===== src/rtl/rstrobe_pkg.sv =====
package rstrobe_pkg;
    typedef enum logic [2:0] {
        ST_IDLE       = 3'd0,
        ST_WAIT_FIRST = 3'd1,
        ST_PRE_ON     = 3'd2,
        ST_PRE_GAP    = 3'd3,
        ST_WAIT_MAIN  = 3'd4,
        ST_MAIN_ON    = 3'd5
    } rs_state_e;
endpackage


===== src/rtl/rstrobe_cfg_latch.sv =====
module rstrobe_cfg_latch #(
    parameter int DLY_W  = 25,
    parameter int REP_W  = 7,
    parameter int TIME_W = 16,
    localparam int WORD_W = DLY_W + REP_W
) (
    input  logic              clk,
    input  logic              rst_n,
    input  logic              capture,
    input  logic [WORD_W-1:0] rep_word,
    input  logic [TIME_W-1:0] pre_width,
    input  logic [TIME_W-1:0] main_dly,
    input  logic [TIME_W-1:0] main_width,
    output logic [DLY_W-1:0]  gap_q,
    output logic [REP_W-1:0]  rep_q,
    output logic [TIME_W-1:0] pre_width_q,
    output logic [TIME_W-1:0] main_dly_q,
    output logic [TIME_W-1:0] main_width_q
);
    always_ff @(posedge clk or negedge rst_n) begin
        if (!rst_n) begin
            gap_q        <= '0;
            rep_q        <= '0;
            pre_width_q  <= '0;
            main_dly_q   <= '0;
            main_width_q <= '0;
        end else if (capture) begin
            gap_q        <= rep_word[DLY_W-1:0];
            rep_q        <= rep_word[WORD_W-1:DLY_W];
            pre_width_q  <= pre_width;
            main_dly_q   <= main_dly;
            main_width_q <= main_width;
        end
    end
endmodule


===== src/rtl/rstrobe_timer.sv =====
module rstrobe_timer #(
    parameter int CNT_W = 25
) (
    input  logic             clk,
    input  logic             rst_n,
    input  logic             load,
    input  logic [CNT_W-1:0] load_val,
    input  logic             tick,
    output logic             zero
);
    logic [CNT_W-1:0] cnt_q;

    always_ff @(posedge clk or negedge rst_n) begin
        if (!rst_n) begin
            cnt_q <= '0;
        end else if (load) begin
            cnt_q <= load_val;
        end else if (tick && (cnt_q != '0)) begin
            cnt_q <= cnt_q - 1'b1;
        end
    end

    assign zero = (cnt_q == '0);
endmodule


===== src/rtl/rstrobe_fsm.sv =====
module rstrobe_fsm
    import rstrobe_pkg::*;
#(
    parameter int DLY_W  = 25,
    parameter int REP_W  = 7,
    parameter int TIME_W = 16,
    localparam int CNT_W = (DLY_W > TIME_W) ? DLY_W : TIME_W
) (
    input  logic              clk,
    input  logic              rst_n,
    input  logic              en,
    input  logic              trig,
    input  logic              tick,
    input  logic              tmr_zero,
    input  logic [TIME_W-1:0] first_dly_raw,
    input  logic [REP_W-1:0]  rep_raw,
    input  logic [DLY_W-1:0]  gap_q,
    input  logic [TIME_W-1:0] pre_width_q,
    input  logic [TIME_W-1:0] main_dly_q,
    input  logic [TIME_W-1:0] main_width_q,
    output logic              start,
    output logic              tmr_load,
    output logic [CNT_W-1:0]  tmr_val,
    output logic              pre_sig,
    output logic              main_sig,
    output rs_state_e         state,
    output logic [REP_W-1:0]  pulses_left
);
    rs_state_e state_q, state_d;
    logic      phase_end;
    logic      rem_dec;

    assign start     = (state_q == ST_IDLE) && trig && en;
    assign phase_end = tick && tmr_zero;

    always_ff @(posedge clk or negedge rst_n) begin
        if (!rst_n) begin
            state_q <= ST_IDLE;
        end else begin
            state_q <= state_d;
        end
    end

    always_comb begin
        state_d  = state_q;
        tmr_load = 1'b0;
        tmr_val  = '0;
        rem_dec  = 1'b0;
        unique case (state_q)
            ST_IDLE: begin
                if (start) begin
                    state_d  = ST_WAIT_FIRST;
                    tmr_load = 1'b1;
                    tmr_val  = CNT_W'(first_dly_raw);
                end
            end
            ST_WAIT_FIRST: begin
                if (phase_end) begin
                    state_d  = ST_PRE_ON;
                    tmr_load = 1'b1;
                    tmr_val  = CNT_W'(pre_width_q);
                end
            end
            ST_PRE_ON: begin
                if (phase_end) begin
                    tmr_load = 1'b1;
                    if (pulses_left == '0) begin
                        state_d = ST_WAIT_MAIN;
                        tmr_val = CNT_W'(main_dly_q);
                    end else begin
                        state_d = ST_PRE_GAP;
                        tmr_val = CNT_W'(gap_q);
                    end
                end
            end
            ST_PRE_GAP: begin
                if (phase_end) begin
                    state_d  = ST_PRE_ON;
                    tmr_load = 1'b1;
                    tmr_val  = CNT_W'(pre_width_q);
                    rem_dec  = 1'b1;
                end
            end
            ST_WAIT_MAIN: begin
                if (phase_end) begin
                    state_d  = ST_MAIN_ON;
                    tmr_load = 1'b1;
                    tmr_val  = CNT_W'(main_width_q);
                end
            end
            ST_MAIN_ON: begin
                if (phase_end) begin
                    state_d = ST_IDLE;
                end
            end
            default: state_d = ST_IDLE;
        endcase
        if (!en) begin
            state_d  = ST_IDLE;
            tmr_load = 1'b0;
            rem_dec  = 1'b0;
        end
    end

    always_ff @(posedge clk or negedge rst_n) begin
        if (!rst_n) begin
            pulses_left <= '0;
        end else if (start) begin
            pulses_left <= rep_raw;
        end else if (rem_dec) begin
            pulses_left <= pulses_left - 1'b1;
        end
    end

    always_comb begin
        pre_sig  = (state_q == ST_PRE_ON);
        main_sig = (state_q == ST_MAIN_ON);
    end

    assign state = state_q;
endmodule


===== src/rtl/redeye_strobe.sv =====
module redeye_strobe
    import rstrobe_pkg::*;
#(
    parameter int DLY_W  = 25,
    parameter int REP_W  = 7,
    parameter int TIME_W = 16,
    localparam int WORD_W = DLY_W + REP_W,
    localparam int CNT_W  = (DLY_W > TIME_W) ? DLY_W : TIME_W
) (
    input  logic              clk,
    input  logic              rst_n,
    input  logic              cnt_tick,
    input  logic              trig,
    input  logic              en,
    input  logic [WORD_W-1:0] rep_word,
    input  logic [TIME_W-1:0] first_dly,
    input  logic [TIME_W-1:0] pre_width,
    input  logic [TIME_W-1:0] main_dly,
    input  logic [TIME_W-1:0] main_width,
    output logic              strobe
);
    logic              start;
    logic              tmr_load;
    logic [CNT_W-1:0]  tmr_val;
    logic              tmr_zero;
    logic              pre_sig;
    logic              main_sig;
    rs_state_e         fsm_state;
    logic [REP_W-1:0]  pulses_left;
    logic [DLY_W-1:0]  gap_q;
    logic [REP_W-1:0]  rep_q;
    logic [TIME_W-1:0] pre_width_q;
    logic [TIME_W-1:0] main_dly_q;
    logic [TIME_W-1:0] main_width_q;

    rstrobe_cfg_latch #(
        .DLY_W (DLY_W),
        .REP_W (REP_W),
        .TIME_W(TIME_W)
    ) u_cfg (
        .clk         (clk),
        .rst_n       (rst_n),
        .capture     (start),
        .rep_word    (rep_word),
        .pre_width   (pre_width),
        .main_dly    (main_dly),
        .main_width  (main_width),
        .gap_q       (gap_q),
        .rep_q       (rep_q),
        .pre_width_q (pre_width_q),
        .main_dly_q  (main_dly_q),
        .main_width_q(main_width_q)
    );

    rstrobe_timer #(
        .CNT_W(CNT_W)
    ) u_timer (
        .clk     (clk),
        .rst_n   (rst_n),
        .load    (tmr_load),
        .load_val(tmr_val),
        .tick    (cnt_tick),
        .zero    (tmr_zero)
    );

    rstrobe_fsm #(
        .DLY_W (DLY_W),
        .REP_W (REP_W),
        .TIME_W(TIME_W)
    ) u_fsm (
        .clk          (clk),
        .rst_n        (rst_n),
        .en           (en),
        .trig         (trig),
        .tick         (cnt_tick),
        .tmr_zero     (tmr_zero),
        .first_dly_raw(first_dly),
        .rep_raw      (rep_word[WORD_W-1:DLY_W]),
        .gap_q        (gap_q),
        .pre_width_q  (pre_width_q),
        .main_dly_q   (main_dly_q),
        .main_width_q (main_width_q),
        .start        (start),
        .tmr_load     (tmr_load),
        .tmr_val      (tmr_val),
        .pre_sig      (pre_sig),
        .main_sig     (main_sig),
        .state        (fsm_state),
        .pulses_left  (pulses_left)
    );

    assign strobe = en & (pre_sig | main_sig);
endmodule


===== config.mk =====
export PLATFORM = sky130hd
export DESIGN_NAME = redeye_strobe
export DESIGN_NICKNAME = d
export VERILOG_FILES = /design/src/rtl/rstrobe_pkg.sv /design/src/rtl/rstrobe_cfg_latch.sv /design/src/rtl/rstrobe_timer.sv /design/src/rtl/rstrobe_fsm.sv /design/src/rtl/redeye_strobe.sv
export SDC_FILE = /design/constraint.sdc
export NUM_CORES = 1
export LEC_CHECK = 0
export ABC_AREA = 0
export CAP_MARGIN = 0
export CELL_PAD_IN_SITES_DETAIL_PLACEMENT = 1
export CELL_PAD_IN_SITES_GLOBAL_PLACEMENT = 2
export CORE_MARGIN = 1.5
export CORE_UTILIZATION = 37
export DETAILED_ROUTE_END_ITERATION = 12
export PLACE_DENSITY_LB_ADDON = 0.1
export SYNTH_ARGS = -nofsm -noshare
export SYNTH_HDL_FRONTEND = slang
export SYNTH_HIERARCHICAL = 1
export SYNTH_SLANG_ARGS = --single-unit
export TNS_END_PERCENT = 5

===== constraint.sdc =====
create_clock -name clk -period 3.4 [get_ports clk]
set_input_delay 0.68 -clock clk [delete_from_list [all_inputs] [get_ports clk]]
set_output_delay 0.68 -clock clk [all_outputs]
set_load 0.01 [all_outputs]

Word-level counts from Yosys, hierarchy flattened

Index checks and enable logic that the tools add are counted.

Bitwise gates (word level): 2
$add $sub $neg: 2
Reduce and logical (&&, ||, !) cells: 13
Equal/unequal tests: 10
Muxes and demuxes: 24

Operators by type and width:

| cell                                                                   | number |
|---|---|
| 25-bit 2-to-1 mux                                                      | 4 |
| 25-bit case mux with 4 select lines                                    | 1 |
| 16-bit 2-to-1 mux                                                      | 3 |
| 25-bit zero test                                                       | 1 |
| 25-bit nonzero test                                                    | 1 |
| 25-bit by 1-bit subtractor with 25-bit output (second input constant)  | 1 |
| 3-bit 2-to-1 mux                                                       | 7 |
| 3-bit case mux with 5 select lines                                     | 1 |
| 7-bit 2-to-1 mux                                                       | 2 |
| 3-bit by 2-bit != test with 1-bit output (second input constant)       | 4 |
| 7-bit zero test                                                        | 1 |
| 7-bit by 1-bit subtractor with 7-bit output (second input constant)    | 1 |
| 3-bit by 2-bit equality test with 1-bit output (second input constant) | 2 |
| 3-bit equality test (second input constant)                            | 2 |
| 1-bit 2-to-1 mux                                                       | 5 |
| 5-bit AND reduction                                                    | 1 |
| 1-bit logical AND                                                      | 4 |
| 2-bit nonzero test                                                     | 2 |
| 4-bit OR reduction                                                     | 1 |
| 3-bit by 1-bit equality test with 1-bit output (second input constant) | 1 |
| 3-bit zero test                                                        | 1 |
| 3-bit != test (second input constant)                                  | 1 |
| 1-bit case mux with 2 select lines                                     | 1 |
| 2-bit OR reduction                                                     | 1 |
| other kinds (2)                                                        | 2 |

Output and inout bits: 1
Register bits: 108
Word-level logic and storage cells: 58

Longest topological paths before layout

Gate-level depths: netlist of the first run.

Word-level depth: 7
Mapped depth: 13

By module

The synthesis of the first run kept the hierarchy.

By module, submodules not included:

| module            | cells each | instances | area each (um^2) | sequential area each (um^2) |
|---|---|---|---|---|
| rstrobe_cfg_latch | 169        | 1         | 3374.5           | 2001.9 |
| rstrobe_timer     | 175        | 1         | 1657.8           | 625.6 |
| rstrobe_fsm       | 151        | 1         | 1282.5           | 250.2 |
| redeye_strobe     | 1          | 1         | 7.5              | 0.0 |

Worst setup path after synthesis of the first run

No wires, ideal clock.

Path kind: register -> register
Start point: register u_timer.cnt_q[17]
End point: register u_timer.cnt_q[19]
Stages on the path, launching flop included: 13
Library setup time: 0.069 ns
Arrival: 2.725 ns
Path slack: 0.605 ns
Data required time: 3.331 ns
Cell sequence: dfrtp_1 > nor4_4 > nand4_2 > buf_6 > nor2_1 > nand2_1 > clkbuf_1 > o21ai_0 > and3_1 > clkbuf_1 > clkbuf_1 > nand2_1 > nand3_1

Cells in the longest elaborated chain, start to end: 6
Elaborated cells between the ends (all ways): 13

RTL lines:

| item                                                           | line                | RTL |
|---|---|---|
| start, declared                                                | rstrobe_timer.sv:11 | `logic [CNT_W-1:0] cnt_q;` |
| start signal, assigned                                         | rstrobe_timer.sv:17 | `cnt_q <= load_val;` |
| start signal, assigned                                         | rstrobe_timer.sv:19 | `cnt_q <= cnt_q - 1'b1;` |
| 25-bit zero test *                                             | rstrobe_timer.sv:23 | `assign zero = (cnt_q == '0);` |
| named net tmr_zero                                             | redeye_strobe.sv:25 | `logic tmr_zero;` |
| 1-bit logical AND *                                            | rstrobe_fsm.sv:34   | `assign phase_end = tick && tmr_zero;` |
| 1-bit 2-to-1 mux *                                             | --                  |  |
| 1-bit case mux with 2 select lines *                           | rstrobe_fsm.sv:49   | `unique case (state_q)` |
| 1-bit 2-to-1 mux *                                             | rstrobe_fsm.sv:98   | `if (!en) begin` |
| named net tmr_load                                             | redeye_strobe.sv:23 | `logic tmr_load;` |
| 25-bit 2-to-1 mux / 2-bit nonzero test (equally long branches) | --                  |  |

Mark *: on every way through the listed nets, which the timed path passes. The rest lies on a longest branch. The select of a mux whose other input is x is not followed.
A chain may end at the register's enable or synchronous reset.

Worst setup path in the final report of the first run

Start point: register u_timer.cnt_q[0]
End point: register u_timer.cnt_q[21]

The elaborated chain is that of the path after synthesis.

==> flow_summary.yaml, run 1 <==
setup_path:
  cp_cell_sequence: "inv_1 -> ha_1 -> nor4b_2 -> nand4_2 -> nor2_1 -> nand2_1 -> o21ai_0 -> and3_1 -> buf_4 -> nor2_1 -> nand2_1 -> nor4_1 -> or3_1"
  path_class: "reg2reg"
  crit_required_ns: 3.63
  crit_buf_inv: 2
  critPathMaxFanout: 29
  crit_arrival_ns: 3.21
  max_stage_delay_ns: 0.40
  worst_path_dominant_cell_family: "simple AND/OR/NAND/NOR gates"
  end_kind: "register"
  crit_slowest_cell: "dfrtp_1"
  startpoint_type: "register"
finish:
  layout_commonest_cell: "dfrtp_1"
  multi_input_area_um2: 3010
  seq_area_um2: 2700
  num_antenna_cells: 0
  final_cell_mix: "dfrtp_1, clkdlybuf4s50_1, mux2_4"
  areaGrowthSynthToFinish_pct: 24.3
  drive_gt1_share_pct: 23.5
  n_fill_cell: 1693
  nets: 685
timing:
  worst_pin_slew_ns: 0.972
  clock_skew_ns: 0.00716
  setup_tns_ns: 0
  slew_viol_final: 0
  finalCritPeriodShare_pct: 87.8
  rsz0062_at_grt: "no"
  hold_viol: 0
  whs_ns: 0.476
  min_period_ns: 2.99
  setup_viol: 0
  slew_headroom_pct: 35.2
  max_freq_mhz: 335
route:
  dr.first_iter.drc_count: 208
  drt-pass1-iter-count: 4
  drcViolationCount: 0
  viasPerCell: 5.33
  routedWlPerCell_um: 20.0
  vias: 4266
  finalWirelength_mm: 16.0
  antenna_left: 0
status:
  outcome: "finished clean"
floorplanning:
  die_h_um: 131
  ios: 102
  dieArea_um2: 17100
  start_util_pct: 37.9
  rows: 46
  die_w_um: 131
  coreArea_um2: 15900
power:
  p_comb_share_pct: 27.1
  powerDensity_nw_per_um2: 556
  seqPwrFrac_pct: 43.8
  power_switching_mw: 1.24
  power_frac_clock_pct: 29.1
  p_leak_nw: 3.12
  internal_power_mw: 2.93
  p_sw_share_pct: 29.8
  max-vdd-ir-drop_mv: 0.304
yosys:
  ys_warn_count: 6
  synth_area_per_cell_um2: 12.5
  synth_nets: 587
  syn_area_um2: 6040
  synthCells: 482
place:
  place.detailed.hpwl_mm: 11.7
  gp_congestion: 0.769
  portBuffers: 101
grt:
  top_usage_layer: "met2"
  track_usage_pct: 19.9
  grtUsageMet1_pct: 27.6
  overflow: 0
  grt_first_pass_wirelength_mm: 25.7
  antenna_found_initial: 0
  grtUsageMet3_pct: 3.05
  met2_usage_pct: 31.9
  grt_max_degree: 74
  grt_pass1_vias: 4738
clock_tree:
  cts_buffers: 9
  cts_root_buffer: "clkbuf_16"
  cts_resized: 0
  holdBufCountCts: 0
  cts_sinks: 108
  htree_levels: 3
  cts_setup_buffers: 0
  cts.path.max_buffers: 2
  insertion_delay_ns: 0.35
  clkTransAtPathRegs_ns: 0.07
  cts_tree: "yes"
run:
  drv_cap: 0
hold_path:
  min_path_type: "in2async"
## sequential cells by signal, summed over array words and instances, names as in the netlist
signal	flops
u_cfg/pre_width_q	16
u_cfg/main_dly_q	16
u_fsm/pulses_left	7
u_timer/cnt_q	25
u_cfg/gap_q	25
u_cfg/main_width_q	16
u_fsm/state	3
## metrics by stage
| step | worst slack (ns) | area, um2 | utilization (%) | std cells | power, mW |
|---|---|---|---|---|---|
| CTS | 0.406 | 7510 | 47.1 | 800 | 4.23 |
| finish | 0.414 | 7510 | 47.1 | 800 | 4.17 |
| detailed placement | 0.365 | 7170 | 45.0 | 785 | 2.98 |
| global route | 0.135 | 7510 | 47.1 | 800 | 4.39 |
| global placement | 0.418 | 7170 | 45.0 | 785 | 2.93 |
| floorplan | 0.605 | 6040 | - | 482 | 2.60 |
## path summary, 6_finish.rpt
check / endpoint / startpoint / slack (ns) / cells after the start
min in group clk: u_cfg/gap_q[20]$_DFFE_PN0P_ / u_cfg/gap_q[20]$_DFFE_PN0P_ / 0.51 / 1
setup / recovery: u_timer/cnt_q[21]$_DFFE_PN0P_ / u_timer/cnt_q[0]$_DFFE_PN0P_ / 0.41 / 13
hold / removal: u_cfg/main_dly_q[0]$_DFFE_PN0P_ / rst_n / 0.48 / 1
hold reg to reg: u_cfg/gap_q[20]$_DFFE_PN0P_ / u_cfg/gap_q[20]$_DFFE_PN0P_ / 0.51 / 1
max in group asynchronous: u_cfg/main_dly_q[10]$_DFFE_PN0P_ / rst_n / 2.06 / 2
setup reg to reg: u_timer/cnt_q[21]$_DFFE_PN0P_ / u_timer/cnt_q[0]$_DFFE_PN0P_ / 0.41 / 13
## final cells by class
type	instances	area share, %
clock buffers	11	3.23
clock inverters	4	1.30
inverters	7	0.383
multi-input cells	333	40.1
flip-flops and latches	108	36.0
well taps	216	3.60
repair buffers	121	15.4
## power groups by stage
stage / sequential (mW) / clock [mW] / combinational [mW]
after floorplan: 1.76 / 0 / 0.832
after global placement: 1.82 / 0 / 1.11
after detailed placement: 1.85 / 0 / 1.14
after CTS: 1.83 / 1.25 / 1.14
after global routing: 1.87 / 1.28 / 1.23
final: 1.83 / 1.21 / 1.13
## per-layer routing
metal | routed length [um] | up-vias | share of wire, %
met5 | 0 | - | 0
met4 | 228 | 0 | 1.4
met3 | 498 | 12 | 3.1
met2 | 7500 | 82 | 47
met1 | 7790 | 2172 | 49
li1 | - | 2000 | -
(Power assumes the default switching activity.)
==> inputs of run 2 (changes only) <==
RECOVER_POWER = 50   (was default)
SLEW_MARGIN = 20   (was default)
==> run 2 against run 1 <==
Compared with the run above:
- the flow now finishes with violations (max-capacitance violations, max-slew violations)
- count of clock-buffer cells in the layout unchanged
- fmax about the same
- setup slack improved by 0.00083 ns
- total power about the same
- non-clock buffer count unchanged
- via count increased by 0.30%
- register-to-register slack about the same
- critical path depth unchanged
- die area unchanged
- sequential share of layout area about the same
- critical path type unchanged
==> flow_summary.yaml, run 2 (synthesis results as in run 1) <==
route:
  dr.first_iter.drc_count: 203
  routedWlPerCell_um: 20.0
  drt-pass1-iter-count: 4
  finalWirelength_mm: 16.0
  drcViolationCount: 0
  antenna_left: 0
  viasPerCell: 5.35
  vias: 4279
place:
  place.detailed.hpwl_mm: 11.7
  gp_congestion: 0.769
  detailedPlace.worstSlack_ns: 0.365
  portBuffers: 101
timing:
  setup_ws_ns: 0.415
  whs_ns: 0.510
  slew_headroom_pct: -27.3
  rsz0062_at_grt: "no"
  slew_viol_final: 74
  min_period_ns: 2.99
  hold_viol: 0
  worst_pin_slew_ns: 1.91
  setup_tns_ns: 0
  finalCritPeriodShare_pct: 87.8
  max_freq_mhz: 335
  clock_skew_ns: 0.00723
  setup_viol: 0
clock_tree:
  insertion_delay_ns: 0.35
  holdBufCountCts: 0
  cts.path.max_buffers: 2
  cts_resized: 0
  cts_setup_buffers: 0
  cts_root_buffer: "clkbuf_16"
  htree_levels: 3
  cts_buffers: 9
  cts_sinks: 108
  cts_tree: "yes"
  clkTransAtPathRegs_ns: 0.07
floorplanning:
  ios: 102
  rows: 46
  start_util_pct: 37.9
  die_h_um: 131
  coreArea_um2: 15900
  dieArea_um2: 17100
  die_w_um: 131
setup_path:
  crit_slowest_cell: "dfrtp_1"
  rr_endpoint: "u_timer/cnt_q[21]$_DFFE_PN0P_"
  end_kind: "register"
  worst_path_dominant_cell_family: "simple AND/OR/NAND/NOR gates"
  max_stage_delay_ns: 0.40
  crit_buf_inv: 2
  reg2reg_from: "u_timer/cnt_q[0]$_DFFE_PN0P_"
  path_class: "reg2reg"
  critPathMaxFanout: 29
  r2r_cells: 13
  startpoint_type: "register"
  crit_required_ns: 3.63
  cp_cell_sequence: "inv_1 -> ha_1 -> nor4b_2 -> nand4_2 -> nor2_1 -> nand2_1 -> o21ai_0 -> and3_1 -> buf_4 -> nor2_1 -> nand2_1 -> nor4_1 -> or3_1"
  reg2reg_slack_ns: 0.41
  crit_arrival_ns: 3.21
power:
  max-vdd-ir-drop_mv: 0.304
  powerDensity_nw_per_um2: 556
  power_mw: 4.17
  p_leak_nw: 3.11
hold_path:
  min_path_type: "reg2reg"
  min_to: "u_cfg/gap_q[20]$_DFFE_PN0P_"
  hold_start: "u_cfg/gap_q[20]$_DFFE_PN0P_"
  min_path_cells: 1
grt:
  track_usage_pct: 19.9
  grt_first_pass_wirelength_mm: 25.7
  antenna_found_initial: 0
  grt_max_degree: 74
  grt_pass1_vias: 4738
  overflow: 0
finish:
  drive_gt1_share_pct: 23.1
  final_cell_mix: "dfrtp_1, clkdlybuf4s50_1, mux2_4"
  num_antenna_cells: 0
  nets: 685
  layout_commonest_cell: "dfrtp_1"
  areaGrowthSynthToFinish_pct: 24.1
  largestRegisters: "u_cfg/gap_q (25), u_timer/cnt_q (25)"
status:
  violations: "max-capacitance violations, max-slew violations"
  outcome: "complete, but fails checks"
run:
  drv_cap: 1
run 2: power breakdown:
group          internal (mW)  total (mW)  switching (mW)
clock network          0.737        1.21           0.475
logic                  0.617        1.13           0.514
registers               1.57        1.83           0.256
run 2: stage by stage:
step | cells | util, % | instance area (um2)
finish | 800 | 47.0 | 7500
global route | 800 | 47.0 | 7500
CTS | 800 | 47.1 | 7510
detailed placement | 785 | 45.0 | 7170
global placement | 785 | 45.0 | 7170
floorplan | 482 | - | 6040
run 2: worst max path at each step:
stage	startpoint	to	slack, ns	cells after the start
after detailed placement	en	u_timer/cnt_q[21]$_DFFE_PN0P_	0.37	10
after global placement	en	u_timer/cnt_q[21]$_DFFE_PN0P_	0.42	10
final	u_timer/cnt_q[0]$_DFFE_PN0P_	u_timer/cnt_q[21]$_DFFE_PN0P_	0.41	13
after floorplan	u_timer/cnt_q[17]$_DFFE_PN0P_	u_timer/cnt_q[19]$_DFFE_PN0P_	0.61	12
after global routing	u_timer/cnt_q[0]$_DFFE_PN0P_	u_timer/cnt_q[21]$_DFFE_PN0P_	0.13	13
after CTS	u_timer/cnt_q[0]$_DFFE_PN0P_	u_timer/cnt_q[21]$_DFFE_PN0P_	0.41	13
run 2: area by class of cell:
type                       instances  area, um2
fill                            1694       8440
multi-input combinational        333       3010
clock buffer                      11        243
sequential                       108       2700
clock inverter                     4       97.6
timing repair buffer             121       1150
inverter                           7       28.8
tap                              216        270
run 2: metal layers:
metal,track usage [%],vias up,share of wire (%)
li1,-,2000,-
met1,27.6,2190,49
met2,31.9,77,47
met3,3.05,12,3.1
met4,6.59,0,1.4
met5,0,-,0
run 2: worst register-to-register path, cell delays in order (launching register included):
cell and delay, ns:
dfrtp_1 0.40, inv_1 0.12, ha_1 0.16, nor4b_2 0.33, nand4_2 0.28, nor2_1 0.25
nand2_1 0.10, o21ai_0 0.15, and3_1 0.19, buf_4 0.30, nor2_1 0.09, nand2_1 0.08
nor4_1 0.04, or3_1 0.36
